===== src/rtl/bcs_pkg.sv =====
package bcs_pkg;
  typedef enum logic [1:0] {
    MODE_NORM = 2'd0,
    MODE_IRQ  = 2'd1,
    MODE_NMI  = 2'd2
  } mode_e;

  typedef enum logic [2:0] {
    EV_NONE,
    EV_CALL,
    EV_RET,
    EV_RETI,
    EV_IRQ,
    EV_NMI
  } ev_e;
endpackage


===== src/rtl/bcs_lifo.sv =====
module bcs_lifo #(
  parameter int DEPTH  = 4,
  parameter int DATA_W = 14
) (
  input  logic                         clk,
  input  logic                         rst,
  input  logic                         push,
  input  logic                         pop,
  input  logic [DATA_W-1:0]            wdata,
  output logic [DATA_W-1:0]            rdata,
  output logic [$clog2(DEPTH+1)-1:0]   count,
  output logic                         ovf,
  output logic                         unf
);
  localparam int PTR_W = (DEPTH > 1) ? $clog2(DEPTH) : 1;
  localparam int CNT_W = $clog2(DEPTH+1);
  localparam logic [CNT_W-1:0] FULL_CNT = CNT_W'(DEPTH);
  localparam logic [PTR_W-1:0] LAST_IDX = PTR_W'(DEPTH-1);

  logic [DATA_W-1:0] mem [DEPTH];
  logic [PTR_W-1:0]  wr_ptr;
  logic [PTR_W-1:0]  top_idx;
  logic [PTR_W-1:0]  nxt_ptr;

  // circular buffer: wr_ptr is the next free slot, top is one below
  assign top_idx = (wr_ptr == '0) ? LAST_IDX : wr_ptr - 1'b1;
  assign nxt_ptr = (wr_ptr == LAST_IDX) ? '0 : wr_ptr + 1'b1;
  assign rdata   = mem[top_idx];

  always_ff @(posedge clk) begin
    if (push) mem[wr_ptr] <= wdata;
  end

  always_ff @(posedge clk) begin
    if (rst) begin
      wr_ptr <= '0;
      count  <= '0;
      ovf    <= 1'b0;
      unf    <= 1'b0;
    end else if (push) begin
      wr_ptr <= nxt_ptr;
      if (count == FULL_CNT) ovf   <= 1'b1;
      else                   count <= count + 1'b1;
    end else if (pop) begin
      if (count == '0) begin
        unf <= 1'b1;
      end else begin
        wr_ptr <= top_idx;
        count  <= count - 1'b1;
      end
    end
  end

  a_r11_count_bound: assert property (@(posedge clk) disable iff (rst)
    count <= FULL_CNT);
  a_r10_push_pop_excl: assert property (@(posedge clk) disable iff (rst)
    !(push && pop));
  a_r8_overflow_full: assert property (@(posedge clk) disable iff (rst)
    (push && count == FULL_CNT) |=> (ovf && count == FULL_CNT));
  a_r8_ovf_sticky: assert property (@(posedge clk) disable iff (rst)
    ovf |=> ovf);
  a_r9_underflow_empty: assert property (@(posedge clk) disable iff (rst)
    (pop && !push && count == '0) |=> (unf && count == '0));
  a_r9_unf_sticky: assert property (@(posedge clk) disable iff (rst)
    unf |=> unf);
endmodule


===== src/rtl/bcs_flags.sv =====
module bcs_flags
  import bcs_pkg::*;
#(
  parameter int BANKS = 3
) (
  input  logic  clk,
  input  logic  rst,
  input  mode_e mode,
  input  logic  we,
  input  logic  c_in,
  input  logic  z_in,
  output logic  c_out,
  output logic  z_out
);
  logic [BANKS-1:0] c_bank;
  logic [BANKS-1:0] z_bank;

  for (genvar b = 0; b < BANKS; b++) begin : g_bank
    always_ff @(posedge clk) begin
      if (rst) begin
        c_bank[b] <= 1'b0;
        z_bank[b] <= 1'b0;
      end else if (we && mode == mode_e'(b)) begin
        c_bank[b] <= c_in;
        z_bank[b] <= z_in;
      end
    end

    a_r7_other_bank_kept: assert property (@(posedge clk) disable iff (rst)
      (!we || mode != mode_e'(b)) |=> ($stable(c_bank[b]) && $stable(z_bank[b])));
  end

  assign c_out = c_bank[mode];
  assign z_out = z_bank[mode];
endmodule


===== src/rtl/banked_call_stack.sv =====
module banked_call_stack
  import bcs_pkg::*;
#(
  parameter int PC_W  = 12,
  parameter int DEPTH = 4
) (
  input  logic                       clk,
  input  logic                       rst,
  input  logic                       call_i,
  input  logic                       ret_i,
  input  logic                       reti_i,
  input  logic                       irq_i,
  input  logic                       nmi_i,
  input  logic [PC_W-1:0]            pc_i,
  input  logic [PC_W-1:0]            tgt_i,
  input  logic                       flag_we_i,
  input  logic                       c_i,
  input  logic                       z_i,
  output logic [PC_W-1:0]            pc_o,
  output logic                       redir_o,
  output logic [1:0]                 mode_o,
  output logic                       c_o,
  output logic                       z_o,
  output logic [$clog2(DEPTH+1)-1:0] depth_o,
  output logic                       empty_o,
  output logic                       full_o,
  output logic                       ovf_o,
  output logic                       unf_o
);
  localparam int ENT_W = PC_W + 2;
  localparam int CNT_W = $clog2(DEPTH+1);
  localparam logic [PC_W-1:0] CALL_LEN = PC_W'(2);

  mode_e             mode_q;
  ev_e               ev;
  logic              irq_ok;
  logic              push;
  logic              pop;
  logic [PC_W-1:0]   ret_addr;
  logic [ENT_W-1:0]  top_ent;
  logic [CNT_W-1:0]  cnt;
  logic [PC_W-1:0]   pc_q;
  logic              redir_q;

  // maskable entry is blocked while servicing the non-maskable one
  assign irq_ok = irq_i && (mode_q != MODE_NMI);

  always_comb begin
    if (nmi_i)       ev = EV_NMI;
    else if (irq_ok) ev = EV_IRQ;
    else if (reti_i) ev = EV_RETI;
    else if (ret_i)  ev = EV_RET;
    else if (call_i) ev = EV_CALL;
    else             ev = EV_NONE;
  end

  assign push     = (ev == EV_CALL) || (ev == EV_IRQ) || (ev == EV_NMI);
  assign pop      = (ev == EV_RET)  || (ev == EV_RETI);
  assign ret_addr = (ev == EV_CALL) ? pc_i + CALL_LEN : pc_i;

  bcs_lifo #(.DEPTH(DEPTH), .DATA_W(ENT_W)) u_lifo (
    .clk   (clk),
    .rst   (rst),
    .push  (push),
    .pop   (pop),
    .wdata ({mode_q, ret_addr}),
    .rdata (top_ent),
    .count (cnt),
    .ovf   (ovf_o),
    .unf   (unf_o)
  );

  bcs_flags #(.BANKS(3)) u_flags (
    .clk   (clk),
    .rst   (rst),
    .mode  (mode_q),
    .we    (flag_we_i),
    .c_in  (c_i),
    .z_in  (z_i),
    .c_out (c_o),
    .z_out (z_o)
  );

  always_ff @(posedge clk) begin
    if (rst) begin
      pc_q    <= '0;
      redir_q <= 1'b0;
      mode_q  <= MODE_NORM;
    end else begin
      redir_q <= 1'b0;
      unique case (ev)
        EV_CALL: begin
          pc_q    <= tgt_i;
          redir_q <= 1'b1;
        end
        EV_IRQ: begin
          pc_q    <= tgt_i;
          redir_q <= 1'b1;
          mode_q  <= MODE_IRQ;
        end
        EV_NMI: begin
          pc_q    <= tgt_i;
          redir_q <= 1'b1;
          mode_q  <= MODE_NMI;
        end
        EV_RET: begin
          if (cnt != '0) begin
            pc_q    <= top_ent[PC_W-1:0];
            redir_q <= 1'b1;
          end
        end
        EV_RETI: begin
          if (cnt != '0) begin
            pc_q    <= top_ent[PC_W-1:0];
            redir_q <= 1'b1;
            mode_q  <= mode_e'(top_ent[ENT_W-1 -: 2]);
          end
        end
        default: ;
      endcase
    end
  end

  assign pc_o    = pc_q;
  assign redir_o = redir_q;
  assign mode_o  = mode_q;
  assign depth_o = cnt;
  assign empty_o = (cnt == '0);
  assign full_o  = (cnt == CNT_W'(DEPTH));

  a_r2_call_loads_target: assert property (@(posedge clk) disable iff (rst)
    (ev == EV_CALL) |=> (redir_o && pc_o == $past(tgt_i) && $stable(mode_q)));
  a_r3_ret_keeps_mode: assert property (@(posedge clk) disable iff (rst)
    (ev == EV_RET) |=> $stable(mode_q));
  a_r4_irq_masked_in_nmi: assert property (@(posedge clk) disable iff (rst)
    (irq_i && !nmi_i && !reti_i && !ret_i && !call_i && mode_q == MODE_NMI)
      |=> (!redir_o && $stable(cnt) && mode_q == MODE_NMI));
  a_r5_nmi_enters: assert property (@(posedge clk) disable iff (rst)
    nmi_i |=> (mode_q == MODE_NMI && redir_o));
  a_r9_empty_pop_quiet: assert property (@(posedge clk) disable iff (rst)
    (pop && cnt == '0) |=> (!redir_o && $stable(mode_q) && $stable(pc_q)));
  a_r11_mode_legal: assert property (@(posedge clk) disable iff (rst)
    mode_q != 2'd3);
endmodule


===== config.mk =====
export PLATFORM = sky130hd
export DESIGN_NAME = banked_call_stack
export DESIGN_NICKNAME = d
export VERILOG_FILES = /design/src/rtl/bcs_pkg.sv /design/src/rtl/bcs_lifo.sv /design/src/rtl/bcs_flags.sv /design/src/rtl/banked_call_stack.sv
export SDC_FILE = /design/constraint.sdc
export NUM_CORES = 1
export LEC_CHECK = 0
export ABC_CLOCK_PERIOD_IN_PS = 2560
export BUFFER_PORTS_ARGS = -buffer_cell sky130_fd_sc_hd__buf_2
export CAP_MARGIN = 20
export CELL_PAD_IN_SITES_DETAIL_PLACEMENT = 1
export CELL_PAD_IN_SITES_GLOBAL_PLACEMENT = 1
export CORE_ASPECT_RATIO = 2
export CORE_MARGIN = 10
export CORE_UTILIZATION = 47
export CTS_CLUSTER_DIAMETER = 40
export DETAILED_ROUTE_END_ITERATION = 10
export PLACE_DENSITY_LB_ADDON = 0.1
export SYNTH_ARGS = -nofsm -noshare
export SYNTH_HDL_FRONTEND = slang
export SYNTH_SLANG_ARGS = --single-unit

===== constraint.sdc =====
create_clock -name clk -period 2.56 [get_ports clk]
set_input_delay 0.256 -clock clk [delete_from_list [all_inputs] [get_ports clk]]
set_output_delay 0.256 -clock clk [all_outputs]
set_load 0.02 [all_outputs]

==> results.rst <==
.. list-table::
   :header-rows: 1

   * - Metric
     - Value
   * - Register clock-pin slew on the reported worst setup and hold paths
     - about 0.060 ns
   * - Worst min path class
     - input port to register
   * - Hold violation total from the final report
     - 0
   * - Post-synthesis xor/xnor area fraction
     - 2.30%
   * - Global route total overflow
     - 0
   * - Library cell used as clock root buffer
     - clkbuf_16
   * - Starting Density
     - 48.0%
   * - Setup repair after global routing missed its margin
     - false
   * - Number of flops mapped to enable cells by yosys
     - 56
   * - Slowest cell on the critical path
     - dfxtp_1
   * - I/O pin count
     - 58
   * - Fraction of synthesized cell area taken by the top area cell type
     - 44.1%
   * - Worst flop-to-flop path endpoint
     - u_lifo.mem[0][9]
   * - Overall routed net length
     - 8480 um
   * - Cell-by-cell listing of the critical path
     - and2b_4 -> o211ai_1 -> nor3_2 -> nand4_1 -> xnor2_1
   * - Synthesis-to-finish area growth
     - 18.4%
   * - Via count
     - 2,375
   * - Critical Path Stages
     - 5
   * - Pin count of the biggest net entering global routing
     - 30
   * - PortBufs
     - 57
   * - Sinks on Clock Net
     - between 80 and 90
   * - Combined global-route utilization of all metal layers
     - 14.1%
   * - Top fanout value on the critical path
     - 13
   * - Final nets
     - about 370
   * - Critical path endpoint
     - u_lifo.mem[0][9]
   * - Tightest hold margin
     - 0.145 ns
   * - Number of buffers and inverters on the critical path
     - 0
   * - Pin slew with the least headroom to its limit
     - 0.735 ns
   * - Primary flip-flop cell chosen by synthesis mapping
     - edfxtp_1
   * - Number of cells on the worst reg-to-reg path
     - 5
   * - Initial antenna violation count
     - 0
   * - Register area
     - 2240 um2
   * - Worst slew margin relative to its limit
     - 51.0%
   * - Antenna Nets Post-Route
     - 0
   * - Pre-antenna DRT Iters
     - 4
   * - Largest area contributor in the netlist
     - edfxtp_1
   * - Launching element of the worst setup path
     - mode_o[1]
   * - Placement Setup Slack
     - 0.318 ns
   * - Syn_area_per_cell
     - 14.7 um2
   * - Combined area of the multi-input logic cells
     - 1460 um2
   * - Number of cell rows
     - 46
   * - Post-synthesis adder-cell area fraction
     - 2.17%
   * - Most used standard cells in the synthesized netlist
     - edfxtp_1, dfxtp_1, nor2_1
   * - Cts hold-fix bufs
     - 0
   * - Post CTS Setup Buffer Count
     - 0
   * - Max capacitance violation total
     - 0
   * - Half-perimeter wire length of the detailed placement result
     - roughly 6000 um
   * - TritonCTS Buffers
     - 9
   * - Syn nets
     - 300
   * - Most frequently used cell type in the post-synthesis netlist
     - edfxtp_1
   * - Share of the clock period used by the worst path after layout
     - 88.5%
   * - Power density normalized to cell area
     - 975 nW/um2
   * - Netlist cell types
     - 52
   * - Synth Area in Simple Gates
     - under 10%
   * - Outcome
     - completed
   * - FFs w/ async S/R, synth
     - 0%
   * - Classification of the worst setup path
     - register to register
   * - Average wire per cell in the routed design
     - 19.9 um
   * - Crit path launch type
     - register
   * - Number of filler cells placed in the layout
     - 808
   * - Maximum level of the CTS H-tree
     - 3
   * - Clk Latency, worst-skew pair
     - 0.34 ns
   * - Max rail drop VDD
     - 0.000596 V
   * - Mapped cell area
     - 3810 um2
   * - Post-cts sizing count
     - 0
   * - Arrival time reported for the critical path endpoint
     - 2.37 ns
   * - Worst Skew
     - 0.00791 ns
   * - Clock tree from TritonCTS
     - yes
   * - Total die area
     - around 12,000 um2
   * - Min setup slack post-route
     - 0.294 ns
   * - Via/cell ratio
     - 5.56
   * - Number of global-route vias before repair
     - approximately 2,600
   * - P_leak
     - 1.71 nW
   * - Leading post-synthesis cells by cell area
     - edfxtp_1, dfxtp_1, mux4_2
   * - Total negative setup slack
     - 0 ns
   * - Final setup fails
     - 0
   * - Highest achievable clock rate
     - around 0.44 GHz
   * - Crit Reg-Reg Startpoint
     - mode_o[1]
   * - Final RePlAce weighted congestion
     - roughly 0.76
   * - Total count of max-transition violations in the final report
     - 0
   * - CTS Buffer Depth
     - 2
   * - Fraction of synthesized area in multiplexers
     - between 10% and 20%
   * - Antenna diodes
     - 0
   * - Residual DRC
     - 0
   * - Critical Path Sink Type
     - register
   * - Post-route total power
     - approximately 4.4 mW
   * - Register bit total from synthesis
     - 84
   * - Critical path required time
     - 2.66 ns
   * - Worst setup slack for register-to-register paths
     - 0.29 ns
   * - Category of cells accounting for the largest share of critical-path delay
     - simple AND/OR/NAND/NOR gates
   * - Die Span X
     - roughly 84 um
   * - Chip Height
     - 147 um
   * - Synthesized instance count
     - 260
   * - Global-route wire length before repair
     - ~14,000 um
   * - Compound-gate portion of the synthesized area
     - 9.46%
   * - Fraction of layout cells with a size suffix above 1
     - 36.0%
   * - Warnings, synthesis
     - 0
   * - Violation count after the first detailed-route iteration
     - 102
   * - Core area
     - 7940 um2
   * - Delay of the slowest critical-path stage
     - ~0.58 ns
   * - Portion of the post-synthesis area used by sequential elements
     - 58.9%
   * - Final min period
     - 2.27 ns
   * - Dominant combinational cell family by area after synthesis
     - multiplexers
[placed cells by master (no fill, tap or decap), drive strengths merged, types with 2 or more instances in the layout]
cell,netlist,routed
a211oi,15,15
a21oi,7,7
dfxtp,28,28
nor3b,2,2
nand3b,2,2
nand2,15,15
o211ai,3,3
nand3,3,3
mux2,2,2
inv,6,6
o21ai,4,4
xor2,2,2
and2,4,4
ha,5,5
nand4,2,2
xnor2,8,8
buf,9,67
mux2i,22,22
edfxtp,56,56
mux4,14,14
nor3,3,3
nor2,26,26
and2b,2,2
nand2b,2,2
clkinv,0,3
bufinv,0,2
clkbuf,3,10
[report_power, final]
group | internal, mW | switching, mW | total [mW]
clock | 0.844 | 0.493 | 1.34
combinational | 0.520 | 0.711 | 1.23
sequential | 1.72 | 0.107 | 1.83
[area by class of cell]
cell class	count	share of cell area (%)
Clock inverter	6	1.75
Timing Repair Buffer	67	7.99
Tap cell	96	2.66
Multi-Input combinational cell	158	32.3
Sequential cell	84	49.7
Inverter	6	0.499
Clock buffer	10	5.08
[registers in the layout, summed over array words and instances (netlist names)]
register and count:
mode_o 2, u_lifo.wr_ptr 2, u_lifo.count 3, redir_o 1, pc_o 12, u_flags.z_bank 3, u_lifo.unf 1, u_lifo.ovf 1
u_lifo.mem 56, u_flags.c_bank 3
[worst min-delay path by stage]
stage / endpoint / cells after the start / from
after floorplan: mode_o[0] / 1 / nmi_i
after global placement: u_lifo.unf / 2 / u_lifo.unf
final: u_lifo.mem[1][0] / 1 / pc_i[0]
after CTS: u_lifo.mem[1][0] / 1 / pc_i[0]
after global routing: u_lifo.mem[1][0] / 1 / pc_i[0]
after detailed placement: u_lifo.unf / 2 / u_lifo.unf
[metrics by stage]
stage          util, %  cells  instance area, um2
3_5_place_dp      52.9    411                4200
5_1_grt           56.8    427                4510
4_1_cts           56.8    427                4510
6_report          56.8    427                4510
3_3_place_gp      52.9    411                4200
2_1_floorplan        -    260                3810
[worst register-to-register path, stage by stage, from the launching register on]
cell	delay, ns
dfxtp_1	0.58
and2b_4	0.29
o211ai_1	0.28
nor3_2	0.39
nand4_1	0.15
xnor2_1	0.34
[cell families (layout without fill, tap and decap cells)]
family	after synthesis	count (layout)
adders and majority gates	6	6
muxes	38	38
buffers and inverters	18	89
AOI/OAI and AO/OA	37	37
and+or+nand+nor	67	67
DFF	84	84
xor gates and xnor gates	10	10
[layer usage]
layer	GRT usage [%]	wire length [um]	vias up
met1	15.2	3340	1191
met3	3.65	375	9
met5	0	0	-
met4	5.47	151	0
met2	25.2	4610	57
li1	-	-	1118
(Power assumes the default switching activity.)
